<file path="src/rtl/evt_ctr_pkg.sv">
package evt_ctr_pkg;
  localparam int CTL_W      = 64;
  localparam int EN_BIT     = 22;
  localparam int CODE_W     = 12;
  localparam logic [CODE_W-1:0] FUSE_CODE = 12'hFFF;

  typedef logic [CTL_W-1:0] ctl_t;

  function automatic logic [CODE_W-1:0] evt_code(input ctl_t c);
    return {c[35:32], c[7:0]};
  endfunction

  function automatic logic is_fuse(input ctl_t c);
    return (evt_code(c) == FUSE_CODE) && c[EN_BIT];
  endfunction
endpackage

</file>
<file path="src/rtl/evt_ctr_pair.sv">
module evt_ctr_pair
  import evt_ctr_pkg::*;
#(
  parameter int CNT_W = 48,
  parameter int HI_W  = 16,
  parameter int INC_W = 4
) (
  input  logic                       clk,
  input  logic                       rst_n,
  input  logic [1:0]                 ctl_we,
  input  logic [1:0]                 cnt_we,
  input  logic [CTL_W-1:0]           wdata,
  input  logic [INC_W-1:0]           inc_even,
  input  logic [INC_W-1:0]           inc_odd,
  output logic [1:0][CTL_W-1:0]      ctl_q,
  output logic [1:0][CNT_W-1:0]      cnt_q,
  output logic                       fused,
  output logic [1:0]                 ovf
);
  localparam int STEP_W = 2 * INC_W;

  logic              en_e, en_o;
  logic [STEP_W-1:0] step_e;
  logic [CNT_W:0]    sum_e, sum_o;
  logic [HI_W:0]     hi_sum;
  logic [CNT_W-1:0]  nxt_o;
  logic              wrap_e, wrap_o;

  always_comb begin
    fused  = is_fuse(ctl_q[1]);
    en_e   = ctl_q[0][EN_BIT];
    en_o   = ctl_q[1][EN_BIT];
    step_e = fused ? {inc_odd, inc_even} : {{INC_W{1'b0}}, inc_even};
    sum_e  = en_e ? ({1'b0, cnt_q[0]} + (CNT_W+1)'(step_e)) : {1'b0, cnt_q[0]};
    hi_sum = {1'b0, cnt_q[1][HI_W-1:0]} + (HI_W+1)'(sum_e[CNT_W]);
    sum_o  = en_o ? ({1'b0, cnt_q[1]} + (CNT_W+1)'(inc_odd)) : {1'b0, cnt_q[1]};
    if (fused) begin
      nxt_o  = {cnt_q[1][CNT_W-1:HI_W], hi_sum[HI_W-1:0]};
      wrap_e = hi_sum[HI_W] & ~cnt_we[1];
      wrap_o = 1'b0;
    end else begin
      nxt_o  = sum_o[CNT_W-1:0];
      wrap_e = sum_e[CNT_W];
      wrap_o = sum_o[CNT_W];
    end
  end

  always_ff @(posedge clk) begin
    if (!rst_n) begin
      ctl_q <= '0;
      cnt_q <= '0;
      ovf   <= '0;
    end else begin
      for (int i = 0; i < 2; i++) begin
        if (ctl_we[i]) ctl_q[i] <= wdata;
      end
      cnt_q[0] <= cnt_we[0] ? wdata[CNT_W-1:0] : sum_e[CNT_W-1:0];
      cnt_q[1] <= cnt_we[1] ? wdata[CNT_W-1:0] : nxt_o;
      ovf[0]   <= cnt_we[0] ? 1'b0 : (ovf[0] | wrap_e);
      ovf[1]   <= cnt_we[1] ? 1'b0 : (ovf[1] | wrap_o);
    end
  end
endmodule

</file>
<file path="src/rtl/evt_ctr_rdmux.sv">
module evt_ctr_rdmux
  import evt_ctr_pkg::*;
#(
  parameter int NUM_PAIRS = 3,
  parameter int CNT_W     = 48,
  parameter int HI_W      = 16,
  parameter int ADDR_W    = 4
) (
  input  logic                                clk,
  input  logic                                rst_n,
  input  logic [ADDR_W-1:0]                   addr,
  input  logic [2*NUM_PAIRS-1:0][CTL_W-1:0]   ctl_q,
  input  logic [2*NUM_PAIRS-1:0][CNT_W-1:0]   cnt_q,
  input  logic [NUM_PAIRS-1:0]                fused,
  output logic [CTL_W-1:0]                    rdata
);
  localparam int NUM_CTR = 2 * NUM_PAIRS;

  logic [CTL_W-1:0] sel;

  always_comb begin
    sel = '0;
    for (int n = 0; n < NUM_CTR; n++) begin
      if (addr == ADDR_W'(2 * n)) sel = ctl_q[n];
    end
    for (int p = 0; p < NUM_PAIRS; p++) begin
      if (addr == ADDR_W'(4 * p + 1)) begin
        if (fused[p]) sel = CTL_W'({cnt_q[2*p+1][HI_W-1:0], cnt_q[2*p]});
        else          sel = CTL_W'(cnt_q[2*p]);
      end
      if (addr == ADDR_W'(4 * p + 3)) sel = CTL_W'(cnt_q[2*p+1]);
    end
  end

  always_ff @(posedge clk) begin
    if (!rst_n) rdata <= '0;
    else        rdata <= sel;
  end
endmodule

</file>
<file path="src/rtl/evt_ctr_bank.sv">
module evt_ctr_bank
  import evt_ctr_pkg::*;
#(
  parameter int NUM_PAIRS = 3,
  parameter int INC_W     = 4,
  parameter int CNT_W     = 48,
  parameter int HI_W      = 16,
  parameter int ADDR_W    = $clog2(4 * NUM_PAIRS)
) (
  input  logic                         clk,
  input  logic                         rst_n,
  input  logic [2*NUM_PAIRS*INC_W-1:0] inc_i,
  input  logic                         reg_wr_en,
  input  logic [ADDR_W-1:0]            reg_addr,
  input  logic [CTL_W-1:0]             reg_wdata,
  output logic [CTL_W-1:0]             reg_rdata,
  output logic [2*NUM_PAIRS-1:0]       ovf_o
);
  localparam int NUM_CTR = 2 * NUM_PAIRS;

  logic [NUM_CTR-1:0]            ctl_we, cnt_we;
  logic [NUM_CTR-1:0][CTL_W-1:0] ctl_q;
  logic [NUM_CTR-1:0][CNT_W-1:0] cnt_q;
  logic [NUM_PAIRS-1:0]          fused;

  always_comb begin
    for (int n = 0; n < NUM_CTR; n++) begin
      ctl_we[n] = reg_wr_en && (reg_addr == ADDR_W'(2 * n));
      cnt_we[n] = reg_wr_en && (reg_addr == ADDR_W'(2 * n + 1));
    end
  end

  for (genvar p = 0; p < NUM_PAIRS; p++) begin : g_pair
    evt_ctr_pair #(.CNT_W(CNT_W), .HI_W(HI_W), .INC_W(INC_W)) u_pair (
      .clk      (clk),
      .rst_n    (rst_n),
      .ctl_we   (ctl_we[2*p+1:2*p]),
      .cnt_we   (cnt_we[2*p+1:2*p]),
      .wdata    (reg_wdata),
      .inc_even (inc_i[(2*p)*INC_W +: INC_W]),
      .inc_odd  (inc_i[(2*p+1)*INC_W +: INC_W]),
      .ctl_q    (ctl_q[2*p+1:2*p]),
      .cnt_q    (cnt_q[2*p+1:2*p]),
      .fused    (fused[p]),
      .ovf      (ovf_o[2*p+1:2*p])
    );
  end

  evt_ctr_rdmux #(.NUM_PAIRS(NUM_PAIRS), .CNT_W(CNT_W), .HI_W(HI_W), .ADDR_W(ADDR_W)) u_rdmux (
    .clk   (clk),
    .rst_n (rst_n),
    .addr  (reg_addr),
    .ctl_q (ctl_q),
    .cnt_q (cnt_q),
    .fused (fused),
    .rdata (reg_rdata)
  );
endmodule

</file>
<file path="config.mk">
export PLATFORM = sky130hd
export DESIGN_NAME = evt_ctr_bank
export DESIGN_NICKNAME = d
export VERILOG_FILES = /design/src/rtl/evt_ctr_pkg.sv /design/src/rtl/evt_ctr_pair.sv /design/src/rtl/evt_ctr_rdmux.sv /design/src/rtl/evt_ctr_bank.sv
export SDC_FILE = /design/constraint.sdc
export NUM_CORES = 2
export LEC_CHECK = 0
export ABC_CLOCK_PERIOD_IN_PS = 11900
export BUFFER_PORTS_ARGS = -buffer_cell sky130_fd_sc_hd__buf_4
export CORE_MARGIN = 10
export CORE_UTILIZATION = 60
export CTS_BUF_LIST = sky130_fd_sc_hd__clkbuf_8
export DETAILED_ROUTE_END_ITERATION = 6
export GPL_ROUTABILITY_DRIVEN = 0
export PLACE_DENSITY = 0.78
export SETUP_SLACK_MARGIN = 0.05
export SYNTH_ARGS = -nofsm -noshare
export SYNTH_HDL_FRONTEND = slang
export SYNTH_SLANG_ARGS = --single-unit
</file>
<file path="constraint.sdc">
create_clock -name clk -period 11.9 [get_ports clk]
set_input_delay 1.19 -clock clk [delete_from_list [all_inputs] [get_ports clk]]
set_output_delay 1.19 -clock clk [all_outputs]
set_load 0.03 [all_outputs]
</file>
; Word level (Yosys, flattened, before mapping)
; Index checks and enable logic that the tools add are counted.
[totals]
register_bits = 742
[op_classes]
muxes = 39
addsub = 9
n_bitwise = 13
eq_ne = 17
reduce_logical = 35
[op_table]
columns = operator, n
row1 = 2-to-1 mux 64 bit, 14
row2 = 2-to-1 mux 48 bit, 10
row3 = 2-to-1 mux 49 bit, 6
row4 = adder 48 x 4 -> 49 bit, 3
row5 = adder 48 x 8 -> 49 bit, 3
row6 = adder 16 x 1 -> 17 bit, 3
row7 = "== test 12 bit, second input constant", 3
row8 = 2-to-1 mux 8 bit, 3
row9 = "== test 4 x 3 -> 1 bit, second input constant", 4
row10 = "== test 4 bit, second input constant", 4
row11 = logical AND 1 bit, 15
row12 = OR reduction 2 bit, 7
row13 = nonzero test 2 bit, 6
row14 = nonzero test 3 bit, 3
row15 = "== test 4 x 2 -> 1 bit, second input constant", 2
row16 = 2-to-1 mux 1 bit, 6
row17 = "inequality test 2 x 1 -> 1 bit, second input constant", 3
row18 = OR 1 bit, 6
row19 = AND reduction 2 bit, 3
row20 = "== test 4 x 1 -> 1 bit, second input constant", 1
row21 = zero test 4 bit, 1
row22 = NOT 1 bit, 4
row23 = bitwise AND 1 bit, 3

; Logic depth before layout (Yosys ltp)
[logic_depth]
ltp_word = 13
mapped_depth = 19
mapped_depth_nobuf = 17

; Hierarchy
; A second synthesis with hierarchy kept.
[hier_totals]
cells_unflattened = 4945
area_unflattened_um2 = 40829.2
[by_module_without_submodules]
columns = module, area_per_inst_um2, cells_per_inst, seq_area_each_um2, n_inst
row1 = evt_ctr_pair at g_pair[1].u_pair ..., 10639.0, 1234, 4524.3, 2
row2 = evt_ctr_pair at g_pair[0].u_pair, 10824.1, 1250, 4524.3, 1
row3 = evt_ctr_rdmux, 8633.3, 1209, 1281.2, 1
row4 = evt_ctr_bank, 93.8, 18, 0.0, 1

; Worst setup path before layout
; Ideal clock, no wire load.
[synth_timing]
kind = input to register
from = in inc_i[4]
to = reg g_pair[0].u_pair.cnt_q[60] (netlist name)
t_arrival_ps = 4226
setup_ps = 86
required_ps = 11814
path_buffers = 0
path_stages = 15
path_slack_ps = 7589
path_cell_list = and3_1 ha_1 o21ai_0 o21ai_0 nand2_1 nor4_4 and3_2 ha_1 ha_1 nand3_1 nand4_1 o211ai_1 nor4_1 xnor2_1 a211oi_1
[synth_between]
elab_chain_cells = 6
elab_cells_between_ends = 8
cone_classes = add/sub: 3 / mux: 5
[synth_lines]
columns = item, line
row1 = "start, declared", evt_ctr_bank.sv:12  ; input logic [2*NUM_PAIRS*INC_W-1:0] inc_i,
row2 = 2-to-1 mux 8 bit, evt_ctr_pair.sv:33  ; step_e = fused ? {inc_odd, inc_even} : {{INC_W{1'b0}}, inc_even};
row3 = adder 48 x 8 -> 49 bit, evt_ctr_pair.sv:34  ; sum_e = en_e ? ({1'b0, cnt_q[0]} + (CNT_W+1)'(step_e)) : {1'b0, cnt_q[0]};
row4 = 2-to-1 mux 49 bit, evt_ctr_pair.sv:34
row5 = adder 16 x 1 -> 17 bit, evt_ctr_pair.sv:35  ; hi_sum = {1'b0, cnt_q[1][HI_W-1:0]} + (HI_W+1)'(sum_e[CNT_W]);
row6 = 2-to-1 mux 48 bit (*), evt_ctr_pair.sv:37  ; if (fused) begin
row7 = 2-to-1 mux 48 bit (*), evt_ctr_pair.sv:58  ; cnt_q[1] <= cnt_we[1] ? wdata[CNT_W-1:0] : nxt_o;
row8 = "end, declared", evt_ctr_pair.sv:16  ; output logic [1:0][CNT_W-1:0] cnt_q,
; Every way passes the cells marked *; elsewhere a longest branch is shown, timed or not. The select of a mux whose other input is x is not followed.
; A chain may end at the register's enable or synchronous reset.

; Worst setup path after layout
[layout_timing]
from = reg g_pair[0].u_pair.ctl_q[97] (netlist name)
to = reg g_pair[0].u_pair.cnt_q[60] (netlist name)
[layout_between]
elab_chain_cells = 8
elab_cells_between_ends = 9
cone_classes = add/sub: 2 / eq/ne: 1 / mux: 4 / reduce/logical: 2
[layout_lines]
columns = item, line
row1 = "start, declared", evt_ctr_pair.sv:15  ; output logic [1:0][CTL_W-1:0] ctl_q,
row2 = "start signal, assigned by index", evt_ctr_pair.sv:55  ; if (ctl_we[i]) ctl_q[i] <= wdata;
row3 = == test 12 bit (*), evt_ctr_pkg.sv:14  ; return (evt_code(c) == FUSE_CODE) && c[EN_BIT];
row4 = logical AND 1 bit (*), evt_ctr_pkg.sv:14
row5 = 2-to-1 mux 8 bit, evt_ctr_pair.sv:33
row6 = adder 48 x 8 -> 49 bit, evt_ctr_pair.sv:34
row7 = 2-to-1 mux 49 bit, evt_ctr_pair.sv:34
row8 = adder 16 x 1 -> 17 bit, evt_ctr_pair.sv:35
row9 = 2-to-1 mux 48 bit, evt_ctr_pair.sv:37
row10 = 2-to-1 mux 48 bit, evt_ctr_pair.sv:58
; Marks and branches as above.

==> impl_results.md <==
* Cell taking the most area after synthesis: dfxtp_1
* Die footprint at 0.0724 mm^2
* Worst slew pin tran at 1.22 ns
* Crit path required time at 12.60 ns
* Fillcell total at 5,293
* WL final at 143,000 um
* Fin cells at 5,708
* Seq/Total Area, Yosys at 39.9%
* Die Wd at 269 um
* CTS Hold Bufs at 0
* Max-Cap Viols at 0
* Setup Buffers After CTS at 0
* Initial antenna violation count at 8
* Die height at 269 um
* Initial Util at 60.4%
* Worst R2R Path Depth at 17
* Most frequent cells after synthesis: 964 x nand2_1, 744 x a21oi_1, 742 x dfxtp_1
* YS warnings at 0
* Setup tns final at 0 ns
* Placed instance count at 5,502
* Post-synth ARST share at 0%
* I/O Buffers at 164
* Largest cells by area after synthesis: dfxtp_1 40%, a21oi_1 10%, nand2_1 9.7%
* Via-per-instance ratio at 6.74
* Gr ovfl total at 0
* Placeable Area at 0.0616 mm^2
* Worst EP arrival at 6.17 ns
* Post-Syn Instances at 4,853
* Most frequent cell after synthesis: nand2_1
* Final Setup Violations at 0
* DRC Markers at 15
* CP Class: register to register
* Critical path capture point type: register
* Number of routed nets with antenna violations at 0
* Syn Nets at 4,996
* Final Critical Period at 5.48 ns
* First-pass GRT wire length at 214,000 um
* NumNets Final at 4,929
* Max FO, Critical Path at 10
* Final Hold Fails at 0
* Top Ports at 165
* Drt pass-1 iters at 7
* Final instance area at 0.0410 mm^2
* Half-perimeter wire length after placement at 94,000 um
* Largest net degree at the start of global routing at 216
* Maximum clock rate at 183 MHz
* Max-slew violation count at 0
* CTS Root Cell: clkbuf_8
* Violated checks: DRC
* Post-synth top area share at 39.9%
* CTS tree: yes
* DP Area at 0.0386 mm^2
* Leakage power at 13.6 nW
* Worst VDD drop at 0.0000951 V
* Clk_lat worst skew at 0.80 ns
* Layout Skew at 0.0442 ns
* Num CTS Buffers at 119
* RSZ-0062 raised after global routing: no
* Mapped Avg Cell Area at 7.67 um^2
* Post-synth cell types at 79
* Hold Crit Depth at 2
* CTS sink cnt at 742
* Status: finished, violations left
* Pwr dens at 129 mW/mm^2
* Tcrit/Tclk final at 46.0%
* Share of cells above drive strength 1 at 9.67%
* Num rows at 91
* DRT iter0 DRCs at 6,401
* Hold crit path type: register to register
* GRT Util Overall at 38.3%
* Post-Syn Area at 0.0372 mm^2
* Relative slew slack at 18.4%
* Final Power at 5.30 mW
* Max Buffers Root-to-Sink at 3
* Synthesized flop and latch total at 742
* Vias in the first global route at 35.2k
* Main synth FF type: dfxtp_1
* Clock-pin slew on the worst setup and hold paths at 0.07 ns
* H-tree depth at 3
* Routed len/inst at 25.1 um
* PostCTS Resize Cnt at 0
* Post-synth EDFFs at 0
* DR vias at 38.5k
* Worst hold slack at 0.451 ns
* CP startpoint kind: register
* P&R area growth vs syn at 10.2%
==> flip-flops by register name, summed over array words and instances (netlist names) <==
| signal | count |
|---|---|
| g_pair.u_pair.ctl_q | 384 |
| u_rdmux.rdata | 64 |
| g_pair.u_pair.cnt_q | 288 |
| g_pair.u_pair.ovf | 6 |
==> per-stage QoR <==
stage | setup slack (ns) | utilization [%]
after floorplan | 7.59 | -
after global placement | 6.83 | 62.6
after detailed placement | 6.63 | 62.6
after CTS | 6.61 | 66.5
after global routing | 6.19 | 66.6
final | 6.42 | 66.6
==> final timing paths <==
path | start | end | slack [ns]
hold / removal | g_pair[0].u_pair.ctl_q[21] | g_pair[0].u_pair.ctl_q[21] | 0.45
setup / recovery | g_pair[0].u_pair.ctl_q[97] | g_pair[0].u_pair.cnt_q[60] | 6.42
setup reg to reg | g_pair[0].u_pair.ctl_q[97] | g_pair[0].u_pair.cnt_q[60] | 6.42
hold reg to reg | g_pair[0].u_pair.ctl_q[21] | g_pair[0].u_pair.ctl_q[21] | 0.45
==> worst max-delay path: stages, from the launching register on <==
cell and delay [ns]:
dfxtp_1 0.38, nand4_1 0.29, nor3_1 0.78, and3_1 0.26, ha_1 0.19, o21ai_0 0.15
o21ai_0 0.56, nand2_1 0.46, nor4_4 0.45, and3_2 0.24, ha_1 0.19, ha_1 0.21
nand3_1 0.11, nand4_1 0.12, o211ai_1 0.22, nor4_1 0.41, xnor2_1 0.11, a211oi_1 0.24
==> layout by cell type, fill, tap and decap left out, types with 121 or more instances in the layout <==
master    instances
xor2_1          126
buf_4           230
nand4_1         123
nand2_1         952
xnor2_1         121
nand3_1         144
a21oi_1         743
nor2_1          177
dfxtp_1         742
o21ai_0         321
clkbuf_8        142
==> area by class of cell <==
type | instances | area [um^2] | share of cell area [%]
Timing Repair Buffer | 232 | 1760 | 4.29
Antenna cell | 2 | 5.00 | 0.0122
Sequential cell | 742 | 14900 | 36.2
Clock buffer | 142 | 1950 | 4.77
Clock inverter | 62 | 477 | 1.16
Multi-Input combinational cell | 3647 | 20700 | 50.6
Inverter | 44 | 173 | 0.421
Tap cell | 837 | 1050 | 2.55
==> kinds of logic after synthesis <==
| kind of cell | count (synthesis) | share of synthesized area (%) |
|---|---|---|
| flip-flops | 742 | 39.9 |
| AO/OA/AOI/OAI | 1539 | 24.3 |
| AND/OR/NAND/NOR | 1733 | 21.2 |
| buffers and inverters | 464 | 4.74 |
| multiplexers | 80 | 2.21 |
| XOR/XNOR | 247 | 5.82 |
| adder cells (fa/ha/maj) | 48 | 1.74 |
==> report_power, final <==
part	switching [mW]	total, mW	leakage (nW)	internal, mW
combinational	0.311	0.429	6.24	0.117
clock	1.08	2.30	1.39	1.21
sequential	0.0489	2.58	6.00	2.53
total	1.44	5.30	13.6	3.86
==> metal layers <==
layer	global-route usage, %	wire (um)	up-vias
li1	-	-	17200
met1	49.1	51500	17800
met2	55.7	59600	2852
met3	12.1	22600	638
met4	22.8	9400	10
met5	0	86	-
Power figures use the tool's default switching activity.
